[src/rtl/ofp_pkg.sv]
package ofp_pkg;

    typedef enum logic [1:0] {
        OC_IDLE  = 2'd0,
        OC_COUNT = 2'd1,
        OC_TRIP  = 2'd2
    } oc_state_e;

    typedef enum logic {
        TH_RUN = 1'b0,
        TH_HOT = 1'b1
    } th_state_e;

    typedef enum logic {
        SV_NORMAL = 1'b0,
        SV_OVER   = 1'b1
    } sv_state_e;

endpackage

[src/rtl/ofp_oc_timer.sv]
module ofp_oc_timer
    import ofp_pkg::*;
#(
    parameter int WIN_CYC = 5000
) (
    input  logic clk_i,
    input  logic rst_ni,
    input  logic ilim_i,
    input  logic rearm_i,
    output logic tripped_o
);

    localparam int            CW       = $clog2(WIN_CYC + 1);
    localparam logic [CW-1:0] CNT_LAST = CW'(WIN_CYC - 1);
    localparam logic [CW-1:0] CNT_ONE  = CW'(1);

    oc_state_e     state_q, state_d;
    logic [CW-1:0] cnt_q, cnt_d;

    // State and counter registers.
    always_ff @(posedge clk_i) begin
        if (!rst_ni) begin
            state_q <= OC_IDLE;
            cnt_q   <= '0;
        end else begin
            state_q <= state_d;
            cnt_q   <= cnt_d;
        end
    end

    // Next-state logic. A rearm strobe wins over everything else.
    always_comb begin
        state_d = state_q;
        cnt_d   = cnt_q;
        if (rearm_i) begin
            state_d = OC_IDLE;
            cnt_d   = '0;
        end else begin
            unique case (state_q)
                OC_IDLE: begin
                    if (ilim_i) begin
                        state_d = OC_COUNT;
                        cnt_d   = CNT_ONE;
                    end
                end
                OC_COUNT: begin
                    if (!ilim_i) begin
                        state_d = OC_IDLE;
                        cnt_d   = '0;
                    end else if (cnt_q == CNT_LAST) begin
                        state_d = OC_TRIP;
                        cnt_d   = '0;
                    end else begin
                        cnt_d = cnt_q + CNT_ONE;
                    end
                end
                OC_TRIP: begin
                    state_d = OC_TRIP;
                end
                default: begin
                    state_d = OC_IDLE;
                    cnt_d   = '0;
                end
            endcase
        end
    end

    assign tripped_o = (state_q == OC_TRIP);

    AST_TRIP_HOLDS: assert property (@(posedge clk_i) disable iff (!rst_ni)
        (state_q == OC_TRIP && !rearm_i) |=> (state_q == OC_TRIP));
    AST_REARM_IDLES: assert property (@(posedge clk_i) disable iff (!rst_ni)
        rearm_i |=> (state_q == OC_IDLE && cnt_q == '0));
    AST_TRIP_NEEDS_LIMIT: assert property (@(posedge clk_i) disable iff (!rst_ni)
        $rose(tripped_o) |-> $past(ilim_i));
    AST_CNT_IN_WINDOW: assert property (@(posedge clk_i) disable iff (!rst_ni)
        cnt_q < CW'(WIN_CYC));

endmodule

[src/rtl/ofp_thermal_guard.sv]
module ofp_thermal_guard
    import ofp_pkg::*;
#(
    parameter int TEMP_W = 8,
    parameter int T_SHUT = 200,
    parameter int T_HYST = 15,
    parameter int T_WARN = 30
) (
    input  logic              clk_i,
    input  logic              rst_ni,
    input  logic [TEMP_W-1:0] temp_i,
    output logic              hot_o,
    output logic              warn_o
);

    localparam logic [TEMP_W-1:0] LVL_SHUT = TEMP_W'(T_SHUT);
    localparam logic [TEMP_W-1:0] LVL_REL  = TEMP_W'(T_SHUT - T_HYST);
    localparam logic [TEMP_W-1:0] LVL_WARN = TEMP_W'(T_SHUT - T_WARN);

    th_state_e state_q, state_d;
    logic      warn_q;

    // State register and registered warning bit.
    always_ff @(posedge clk_i) begin
        if (!rst_ni) begin
            state_q <= TH_RUN;
            warn_q  <= 1'b0;
        end else begin
            state_q <= state_d;
            warn_q  <= (temp_i >= LVL_WARN);
        end
    end

    // Next-state logic with hysteresis between shutdown and release levels.
    always_comb begin
        state_d = state_q;
        unique case (state_q)
            TH_RUN: if (temp_i >= LVL_SHUT) state_d = TH_HOT;
            TH_HOT: if (temp_i < LVL_REL)   state_d = TH_RUN;
            default: state_d = TH_RUN;
        endcase
    end

    assign hot_o  = (state_q == TH_HOT);
    assign warn_o = warn_q;

    AST_HOT_ENTRY: assert property (@(posedge clk_i) disable iff (!rst_ni)
        $rose(hot_o) |-> ($past(temp_i) >= LVL_SHUT));
    AST_HOT_HOLD: assert property (@(posedge clk_i) disable iff (!rst_ni)
        (hot_o && temp_i >= LVL_REL) |=> hot_o);
    AST_HOT_WARNS: assert property (@(posedge clk_i) disable iff (!rst_ni)
        (temp_i >= LVL_SHUT) |=> warn_o);

endmodule

[src/rtl/ofp_supply_guard.sv]
module ofp_supply_guard
    import ofp_pkg::*;
(
    input  logic clk_i,
    input  logic rst_ni,
    input  logic ovv_i,
    output logic over_o
);

    sv_state_e state_q, state_d;

    // State register.
    always_ff @(posedge clk_i) begin
        if (!rst_ni) state_q <= SV_NORMAL;
        else         state_q <= state_d;
    end

    // Next-state logic: the machine tracks the overvoltage flag.
    always_comb begin
        state_d = state_q;
        unique case (state_q)
            SV_NORMAL: if (ovv_i)  state_d = SV_OVER;
            SV_OVER:   if (!ovv_i) state_d = SV_NORMAL;
            default:   state_d = SV_NORMAL;
        endcase
    end

    assign over_o = (state_q == SV_OVER);

    AST_OVV_ENTER: assert property (@(posedge clk_i) disable iff (!rst_ni)
        ovv_i |=> over_o);
    AST_OVV_LEAVE: assert property (@(posedge clk_i) disable iff (!rst_ni)
        !ovv_i |=> !over_o);

endmodule

[src/rtl/ofp_supervisor.sv]
module ofp_supervisor
    import ofp_pkg::*;
#(
    parameter int NUM_HB     = 4,
    parameter int OC_WIN_CYC = 5000,
    parameter int TEMP_W     = 8,
    parameter int T_SHUT     = 200,
    parameter int T_HYST     = 15,
    parameter int T_WARN     = 30
) (
    input  logic              clk_i,
    input  logic              rst_ni,
    input  logic [NUM_HB:0]   ilim_i,
    input  logic              ovv_i,
    input  logic [TEMP_W-1:0] temp_i,
    input  logic              wr_stb_i,
    output logic [NUM_HB:0]   force_off_o,
    output logic              ovc_hb_o,
    output logic              ovc_hs_o,
    output logic              ovv_o,
    output logic              twarn_o
);

    localparam int NUM_OUT = NUM_HB + 1;

    logic [NUM_OUT-1:0] trip_mask;
    logic               th_hot;
    logic               sv_over;

    // One over-current window timer per output.
    for (genvar g = 0; g < NUM_OUT; g++) begin : g_oc
        ofp_oc_timer #(
            .WIN_CYC (OC_WIN_CYC)
        ) i_oc_timer (
            .clk_i     (clk_i),
            .rst_ni    (rst_ni),
            .ilim_i    (ilim_i[g]),
            .rearm_i   (wr_stb_i),
            .tripped_o (trip_mask[g])
        );
    end

    ofp_thermal_guard #(
        .TEMP_W (TEMP_W),
        .T_SHUT (T_SHUT),
        .T_HYST (T_HYST),
        .T_WARN (T_WARN)
    ) i_thermal (
        .clk_i  (clk_i),
        .rst_ni (rst_ni),
        .temp_i (temp_i),
        .hot_o  (th_hot),
        .warn_o (twarn_o)
    );

    ofp_supply_guard i_supply (
        .clk_i  (clk_i),
        .rst_ni (rst_ni),
        .ovv_i  (ovv_i),
        .over_o (sv_over)
    );

    // The latched trip mask is kept during overvoltage and thermal
    // shutdown, so it is what remains once those conditions clear.
    assign force_off_o = trip_mask | {NUM_OUT{sv_over | th_hot}};
    assign ovc_hb_o    = |trip_mask[NUM_HB-1:0];
    assign ovc_hs_o    = trip_mask[NUM_HB];
    assign ovv_o       = sv_over;

    AST_OVV_ALL_OFF: assert property (@(posedge clk_i) disable iff (!rst_ni)
        ovv_o |-> (&force_off_o));
    AST_HS_FLAG_OFF: assert property (@(posedge clk_i) disable iff (!rst_ni)
        ovc_hs_o |-> force_off_o[NUM_HB]);
    AST_HB_FLAG_OFF: assert property (@(posedge clk_i) disable iff (!rst_ni)
        ovc_hb_o |-> (|force_off_o[NUM_HB-1:0]));
    AST_WR_CLEARS_FLAGS: assert property (@(posedge clk_i) disable iff (!rst_ni)
        wr_stb_i |=> (!ovc_hb_o && !ovc_hs_o));

endmodule

[config.mk]
export PLATFORM = sky130hd
export DESIGN_NAME = ofp_supervisor
export DESIGN_NICKNAME = d
export VERILOG_FILES = /design/src/rtl/ofp_pkg.sv /design/src/rtl/ofp_oc_timer.sv /design/src/rtl/ofp_thermal_guard.sv /design/src/rtl/ofp_supply_guard.sv /design/src/rtl/ofp_supervisor.sv
export SDC_FILE = /design/constraint.sdc
export NUM_CORES = 1
export LEC_CHECK = 0
export CORE_ASPECT_RATIO = 1.2
export CORE_MARGIN = 2
export CORE_UTILIZATION = 52
export CTS_CLUSTER_SIZE = 25
export DETAILED_ROUTE_END_ITERATION = 12
export HOLD_SLACK_MARGIN = 0.12
export MAX_ROUTING_LAYER = met4
export PLACE_DENSITY = 0.82
export SYNTH_ARGS = -nofsm -noshare
export SYNTH_HDL_FRONTEND = slang
export SYNTH_HIERARCHICAL = 1
export SYNTH_SLANG_ARGS = --single-unit
[constraint.sdc]
create_clock -name clk_i -period 2 [get_ports clk_i]
set_clock_uncertainty 0.1 [all_clocks]
set_input_delay 0.2 -clock clk_i [delete_from_list [all_inputs] [get_ports clk_i]]
set_output_delay 0.2 -clock clk_i [all_outputs]
set_load 0.005 [all_outputs]
==> results of run 1 <==
-- state kept, by name (all words and copies together) (netlist names) --
signal / cells
g_oc.i_oc_timer/cnt_q: 65
i_thermal/warn_o: 1
i_supply/over_o: 1
g_oc.i_oc_timer/state_q: 10
i_thermal/hot_o: 1
-- power by group through the flow --
stage	Clock [mW]	Combinational [mW]	Sequential [mW]
3_3_place_gp	0	0.255	1.61
3_5_place_dp	0	0.262	1.61
6_report	1.05	0.270	1.57
2_1_floorplan	0	0.130	1.61
4_1_cts	1.07	0.260	1.58
5_1_grt	1.16	0.291	1.58
-- cell families after synthesis --
| group | count (synthesis) |
|---|---|
| flops | 78 |
| compound gates | 102 |
| fa+ha+maj | 10 |
| simple gates | 239 |
| mux | 6 |
| buf+inv | 34 |
| xor+xnor | 31 |
-- final cells by class --
class	instances	area share, %
Multi-Input combinational cell	388	50.4
Sequential cell	78	29.0
Timing Repair Buffer	93	14.1
Clock buffer	12	2.68
Tap cell	114	2.63
Inverter	12	0.830
Clock inverter	4	0.415
-- stage by stage --
stage          setup TNS [ps]  hold WS, ps  area, µm²  setup WS (ps)
2_1_floorplan               0          222       4380           13.5
3_3_place_gp            -2000          342       5150          -92.7
3_5_place_dp            -3990          353       5150           -148
4_1_cts                     0          289       5330          0.293
5_1_grt                  -437          313       5420          -71.3
6_report                -8.14          300       5420          -5.18
-- placed cells by master, fill, tap and decap left out, types with 5 or more instances in the layout --
master                            synthesis  routed
sky130_fd_sc_hd__inv_1                   12      12
sky130_fd_sc_hd__or4_1                    9       5
sky130_fd_sc_hd__dfxtp_2                  0       5
sky130_fd_sc_hd__nor2_1                  36      35
sky130_fd_sc_hd__nor2b_1                 10       9
sky130_fd_sc_hd__a31oi_1                  5       5
sky130_fd_sc_hd__clkbuf_8                 0      10
sky130_fd_sc_hd__nand2b_1                13      13
sky130_fd_sc_hd__o41a_1                   8       8
sky130_fd_sc_hd__clkdlybuf4s50_1          0      22
sky130_fd_sc_hd__or3_1                   13      13
sky130_fd_sc_hd__mux2i_1                  6       6
sky130_fd_sc_hd__nand3b_1                 6       6
sky130_fd_sc_hd__o211ai_1                21      21
sky130_fd_sc_hd__a21oi_1                  7       7
sky130_fd_sc_hd__nor3_1                  40      34
sky130_fd_sc_hd__ha_1                    10      10
sky130_fd_sc_hd__o31ai_1                  5       5
sky130_fd_sc_hd__a211oi_1                13      13
sky130_fd_sc_hd__o2111ai_1               11      11
sky130_fd_sc_hd__buf_4                    0      66
sky130_fd_sc_hd__nor4_1                   8       8
sky130_fd_sc_hd__o21ai_0                 14      14
sky130_fd_sc_hd__nand4b_1                 9       9
sky130_fd_sc_hd__nand2_1                 15      15
sky130_fd_sc_hd__nand4_1                 12      12
sky130_fd_sc_hd__nor3_2                   0       6
sky130_fd_sc_hd__nand3_1                 31      31
sky130_fd_sc_hd__xnor2_1                  5       5
sky130_fd_sc_hd__dfxtp_1                 78      72
sky130_fd_sc_hd__xor2_1                  26      26
sky130_fd_sc_hd__and2_1                   8       8
-- routing by layer --
layer,share of wire [%],track usage [%],vias to the layer above
met5,0,-,-
met4,1.5,8.24,0
met1,44,29.1,2010
li1,-,-,2077
met2,50,39.7,118
met3,4.4,4.90,14
-- path summary, 6_finish.rpt --
path                                              startpoint                           to  slack, ps  depth (start not counted)
worst min register to register   g_oc[1].i_oc_timer/cnt_q[9]  g_oc[1].i_oc_timer/cnt_q[9]        360                          1
worst min-delay path                               temp_i[7]              i_thermal/hot_o        300                          3
worst max-delay path            g_oc[1].i_oc_timer/cnt_q[11]  g_oc[1].i_oc_timer/cnt_q[3]         -5                          4
worst max register to register  g_oc[1].i_oc_timer/cnt_q[11]  g_oc[1].i_oc_timer/cnt_q[3]         -5                          4
-- worst reg2reg max path, stage by stage, from the launching register on --
cell and delay [ps]:
sky130_fd_sc_hd__dfxtp_2 320, sky130_fd_sc_hd__or4b_4 520, sky130_fd_sc_hd__or4_4 570, sky130_fd_sc_hd__a21oi_4 280, sky130_fd_sc_hd__nor3_1 90
-- timing repair --
action | in CTS | in global routing
pin swaps | 6 | 18
setup endpoints to repair | 59 | 49
setup buffers | 0 | 2
resized for setup | 9 | 23
==> impl_metrics.tcl, run 1 <==
set metrics [dict create \
    run_status "finished with violations" \
    violations_in_the_final_reports "negative setup slack" \
    critical_path_buf_inv_count 0 \
    start_util_pct 53.7 \
    detail-route-antenna-nets 0 \
    cp_cell_sequence "or4b_4 > or4_4 > a21oi_4 > nor3_1" \
    fill_cells 657 \
    max_slew.worst_pin.slew_ps 403 \
    cts_hold_buffers 0 \
    synthDominantAreaCellType "sky130_fd_sc_hd__dfxtp_1" \
    power.total_mw 2.89 \
    dieWidth_um 87.8 \
    critical_path_arrival_ps 2140 \
    yosys-top-cells-area "sky130_fd_sc_hd__dfxtp_1, sky130_fd_sc_hd__xor2_1, sky130_fd_sc_hd__nor3_1, sky130_fd_sc_hd__o211ai_1, sky130_fd_sc_hd__nand3_1" \
    cts_sinks 78 \
    fin_crit_sh_pct 100 \
    cts-htree-levels 3 \
    switching_power_total_uw 731 \
    routed_wire_length_um 10500 \
    max-clock-path-buffers 2 \
    power.share.combinational_pct 9.3 \
    worst-path-max-fanout 8 \
    layout.nets 609 \
    ys_ff_latch 78 \
    cts-buffers-inserted 9 \
    cp_data_required_time_ps 2130 \
    clock_slew_at_the_register_clock_pins_of_the_worst_setup_and_hold_paths_ps 80 \
    timing.critical_path.from_type "register" \
    post_synth_fa_ha_maj_area_fraction_pct 2.86 \
    ios 26 \
    criticalPathCategory "register to register" \
    drc 0 \
    synthesis.yosys.warnings 6 \
    tritoncts "yes" \
    dp.final_hpwl_um 7830 \
    globalRoute.totalOverflow 0 \
    synthXorXnorAreaFrac_pct 6.20 \
    synth-seq-area-share_pct 35.7 \
    fmaxAchievable_mhz 499 \
    grt_first_pass_wirelength_um 17700 \
    cellPowerDensity_nw_per_um2 533 \
    max_stage_delay_ps 570 \
    period_needed_ps 2010 \
    core_um2 8150 \
    num_antenna_cells 0 \
    area.sequential_um2 1570 \
    netlist_area_um2 4380 \
    yosys.area_share.simple_pct 31.8 \
    layout-drive-gt1-share_pct 21.1 \
    area_growth_pct 23.9 \
    rsz0062_at_grt "true" \
    synth-compound-area-share_pct 18.3 \
    main_combinational_cell_family_by_area_after_synthesis "simple AND/OR/NAND/NOR gates" \
    number_of_antenna_violations_at_the_first_check_in_global_routing 0 \
    max_cap_violations 0 \
    core.rowCount 36 \
    final.setup.worst_slack_ps -5.18 \
    placed_cells 683 \
    leak_pwr_nw 1.89 \
    power.share.sequential_pct 54.4 \
    layoutNonFillerInstCount 701 \
    switching_share_pct 25.3 \
    p_int_mw 2.16 \
    async_reset_ff_share_pct 0 \
    mappedNetlistNets 527 \
    netlist_instances 500 \
    synth-main-ff-cell "sky130_fd_sc_hd__dfxtp_1" \
    hold_path.class "input pin to register" \
    synth_top_area_share_pct 35.7 \
    drt_iter0_drc 161 \
    synth.most_common_cell "sky130_fd_sc_hd__dfxtp_1" \
    critical_path.endpoint_type "register" \
    setup_viol_count_final 3 \
    gpl.final_weighted_congestion 0.911 \
    dr_total_vias 4219 \
    avgSynthCellArea_um2 8.76 \
    top_cells_by_instance_count_after_synthesis "sky130_fd_sc_hd__dfxtp_1, sky130_fd_sc_hd__nor3_1, sky130_fd_sc_hd__nor2_1" \
    wl_per_cell_um 14.9 \
    muxShareOfSynthArea_pct 1.37 \
    grt_pass1_vias 4080 \
    groute.usage.overall_pct 24.1 \
    timing_hold_violations_final 0 \
    largest_net_degree_at_the_start_of_global_routing 14 \
    synth_edf_count 0 \
    cts-root-buf "sky130_fd_sc_hd__clkbuf_8" \
    slew_headroom_pct 72.9 \
    multiInputGateArea_um2 2730 \
    routed_via_count_divided_by_cell_count 6.02 \
    worst_skew_pair.late_latency_ps 360 \
    timing.final.max_slew_violations 0 \
    postLayoutCoreUtil_pct 66.5 \
    path_delay_family "simple AND/OR/NAND/NOR gates" \
    die_area_um2 9180 \
    yosys.cell_types.count 49 \
    vdd_ir_drop_max_mv 0.291 \
    io_buffer_count 25 \
    power.share.clock_pct 36.3 \
    floorplan.die.height_um 105 \
    drt_pre_antenna_iters 4 \
    critPathSlowestCell "sky130_fd_sc_hd__or4_4" \
]
No activity file was read; power rests on OpenSTA's default activity.
==> run 2, diff against run 1 <==
- GPL_TIMING_DRIVEN: unset -> 0
==> impl_metrics.tcl, run 2 (same netlist as run 1, synthesis figures left out) <==
set metrics [dict create \
    run_status "finished with violations" \
    violations_in_the_final_reports "negative setup slack" \
    routed_wire_length_um 10500 \
    cellPowerDensity_nw_per_um2 543 \
    wl_per_cell_um 15.6 \
    most_common_cell_after_layout_fill_and_taps_aside "sky130_fd_sc_hd__dfxtp_1" \
    leak_pwr_nw 1.79 \
    rsz0062_at_grt "true" \
    period_needed_ps 2010 \
    postLayoutCoreUtil_pct 66.2 \
    timing.final.max_slew_violations 0 \
    ios 26 \
    layout_top_registers "g_oc.i_oc_timer/cnt_q (65), g_oc.i_oc_timer/state_q (10)" \
    max-clock-path-buffers 2 \
    drt_iter0_drc 237 \
    globalRouteMet3Util_pct 4.11 \
    critical_path.endpoint_type "register" \
    cts_sinks 78 \
    number_of_antenna_violations_at_the_first_check_in_global_routing 0 \
    start_util_pct 53.7 \
    met1_usage_pct 28.3 \
    hold_path.class "input pin to register" \
    dp.final_hpwl_um 7190 \
    setup_viol_count_final 3 \
    grt_pass1_vias 3890 \
    crit_start "g_oc[1].i_oc_timer/cnt_q[4]" \
    fmaxAchievable_mhz 496 \
    highest_count_cells_in_the_layout_ignoring_fill_and_taps "sky130_fd_sc_hd__dfxtp_1, sky130_fd_sc_hd__nor2_1, sky130_fd_sc_hd__nand3_1, sky130_fd_sc_hd__dfxtp_2, sky130_fd_sc_hd__xor2_1" \
    cts_hold_buffers 0 \
    cp_data_required_time_ps 2110 \
    top_register "g_oc.i_oc_timer/cnt_q" \
    drc 0 \
    max_slew.worst_pin.slew_ps 758 \
    dieWidth_um 87.8 \
    layout-drive-gt1-share_pct 23.4 \
    routed_via_count_divided_by_cell_count 6.10 \
    final.setup.worst_slack_ps -14.6 \
    cts-htree-levels 3 \
    worst-path-max-fanout 8 \
    globalRouteMet2Util_pct 39.4 \
    largest_register_ff_count 65 \
    cts-root-buf "sky130_fd_sc_hd__clkbuf_8" \
    core.rowCount 36 \
    dr_total_vias 4105 \
    finalInstanceArea_um2 5400 \
    criticalPathCategory "register to register" \
    globalRoute.totalOverflow 0 \
    floorplan.die.height_um 105 \
    fin_crit_sh_pct 101 \
    tritoncts "yes" \
    cts-buffers-inserted 9 \
    layout.nets 581 \
    area_growth_pct 23.3 \
    busiest_layer "met2" \
    groute.usage.overall_pct 23.7 \
    num_antenna_cells 0 \
    timing_hold_violations_final 0 \
    vdd_ir_drop_max_mv 0.372 \
    timing.critical_path.from_type "register" \
    largest_net_degree_at_the_start_of_global_routing 16 \
    worst_hold_path.num_cells 3 \
    max_cap_violations 0 \
    die_area_um2 9180 \
    gpl.final_weighted_congestion 0.913 \
    critical_path_arrival_ps 2130 \
    slew_headroom_pct 49.4 \
    number_of_cells_traversed_by_the_worst_register_to_register_path 4 \
    core_um2 8150 \
    io_buffer_count 25 \
    worst_r2r_startpoint "g_oc[1].i_oc_timer/cnt_q[4]" \
    worst_skew_pair.late_latency_ps 360 \
    clock_slew_at_the_register_clock_pins_of_the_worst_setup_and_hold_paths_ps 80 \
    detail-route-antenna-nets 0 \
    grt_first_pass_wirelength_um 17400 \
    hold_path_startpoint "temp_i[7]" \
    placedInstanceArea_um2 4770 \
    drt_pre_antenna_iters 4 \
]
[run 2: critical path, stage by stage, from the launching register on]
cell and delay (ps):
sky130_fd_sc_hd__dfxtp_4 360, sky130_fd_sc_hd__or4b_4 530, sky130_fd_sc_hd__or4_4 500, sky130_fd_sc_hd__a21oi_4 290
sky130_fd_sc_hd__nor3_1 90
[run 2: what timing repair did]
| action | CTS | global route |
|---|---|---|
| pin swaps | 15 | 12 |
| resized for setup | 68 | 33 |
| endpoints found under the setup margin | 55 | 50 |
| setup buffers | 16 | 6 |
| endpoints found under the hold margin | 0 | 0 |
[run 2: power breakdown]
part / internal, mW / leakage (nW) / switching (mW) / total (mW)
clock: 0.462 / 0.0824 / 0.620 / 1.08
combinational: 0.117 / 1.06 / 0.154 / 0.270
sequential: 1.56 / 0.647 / 0.0175 / 1.58
[run 2: layer usage]
layer	routed length [µm]	up-vias
li1	-	2028
met1	4550	1978
met2	5290	81
met3	459	18
met4	174	0
met5	0	-
[run 2: final timing paths]
kind	slack (ps)	end
hold reg to reg	360	g_oc[2].i_oc_timer/state_q[0]
hold / removal	310	i_thermal/warn_o
setup reg to reg	-10	g_oc[1].i_oc_timer/cnt_q[2]
setup / recovery	-10	g_oc[1].i_oc_timer/cnt_q[2]
[run 2: final cells by class]
class                      count  area [µm²]
buffer                        18         128
clock buffer                   9         124
tap                          114         143
multi-input combinational    388        2830
sequential                    78        1610
timing repair buffer          47         458
clock inverter                 7        57.6
inverter                      12        45.0
fill                         665        2750
[run 2: metrics by stage]
stage          TNS, ps  std cells  setup slack, ps  total power [mW]  hold WS (ps)
2_1_floorplan        0        500             13.5              1.74           222
3_3_place_gp     -4140        639             -225              1.84           347
6_report         -23.2        673            -14.6              2.93           311
4_1_cts              0        670             3.39              2.94           305
5_1_grt           -614        673            -46.8              3.05           331
3_5_place_dp     -5830        639             -215              1.85           351
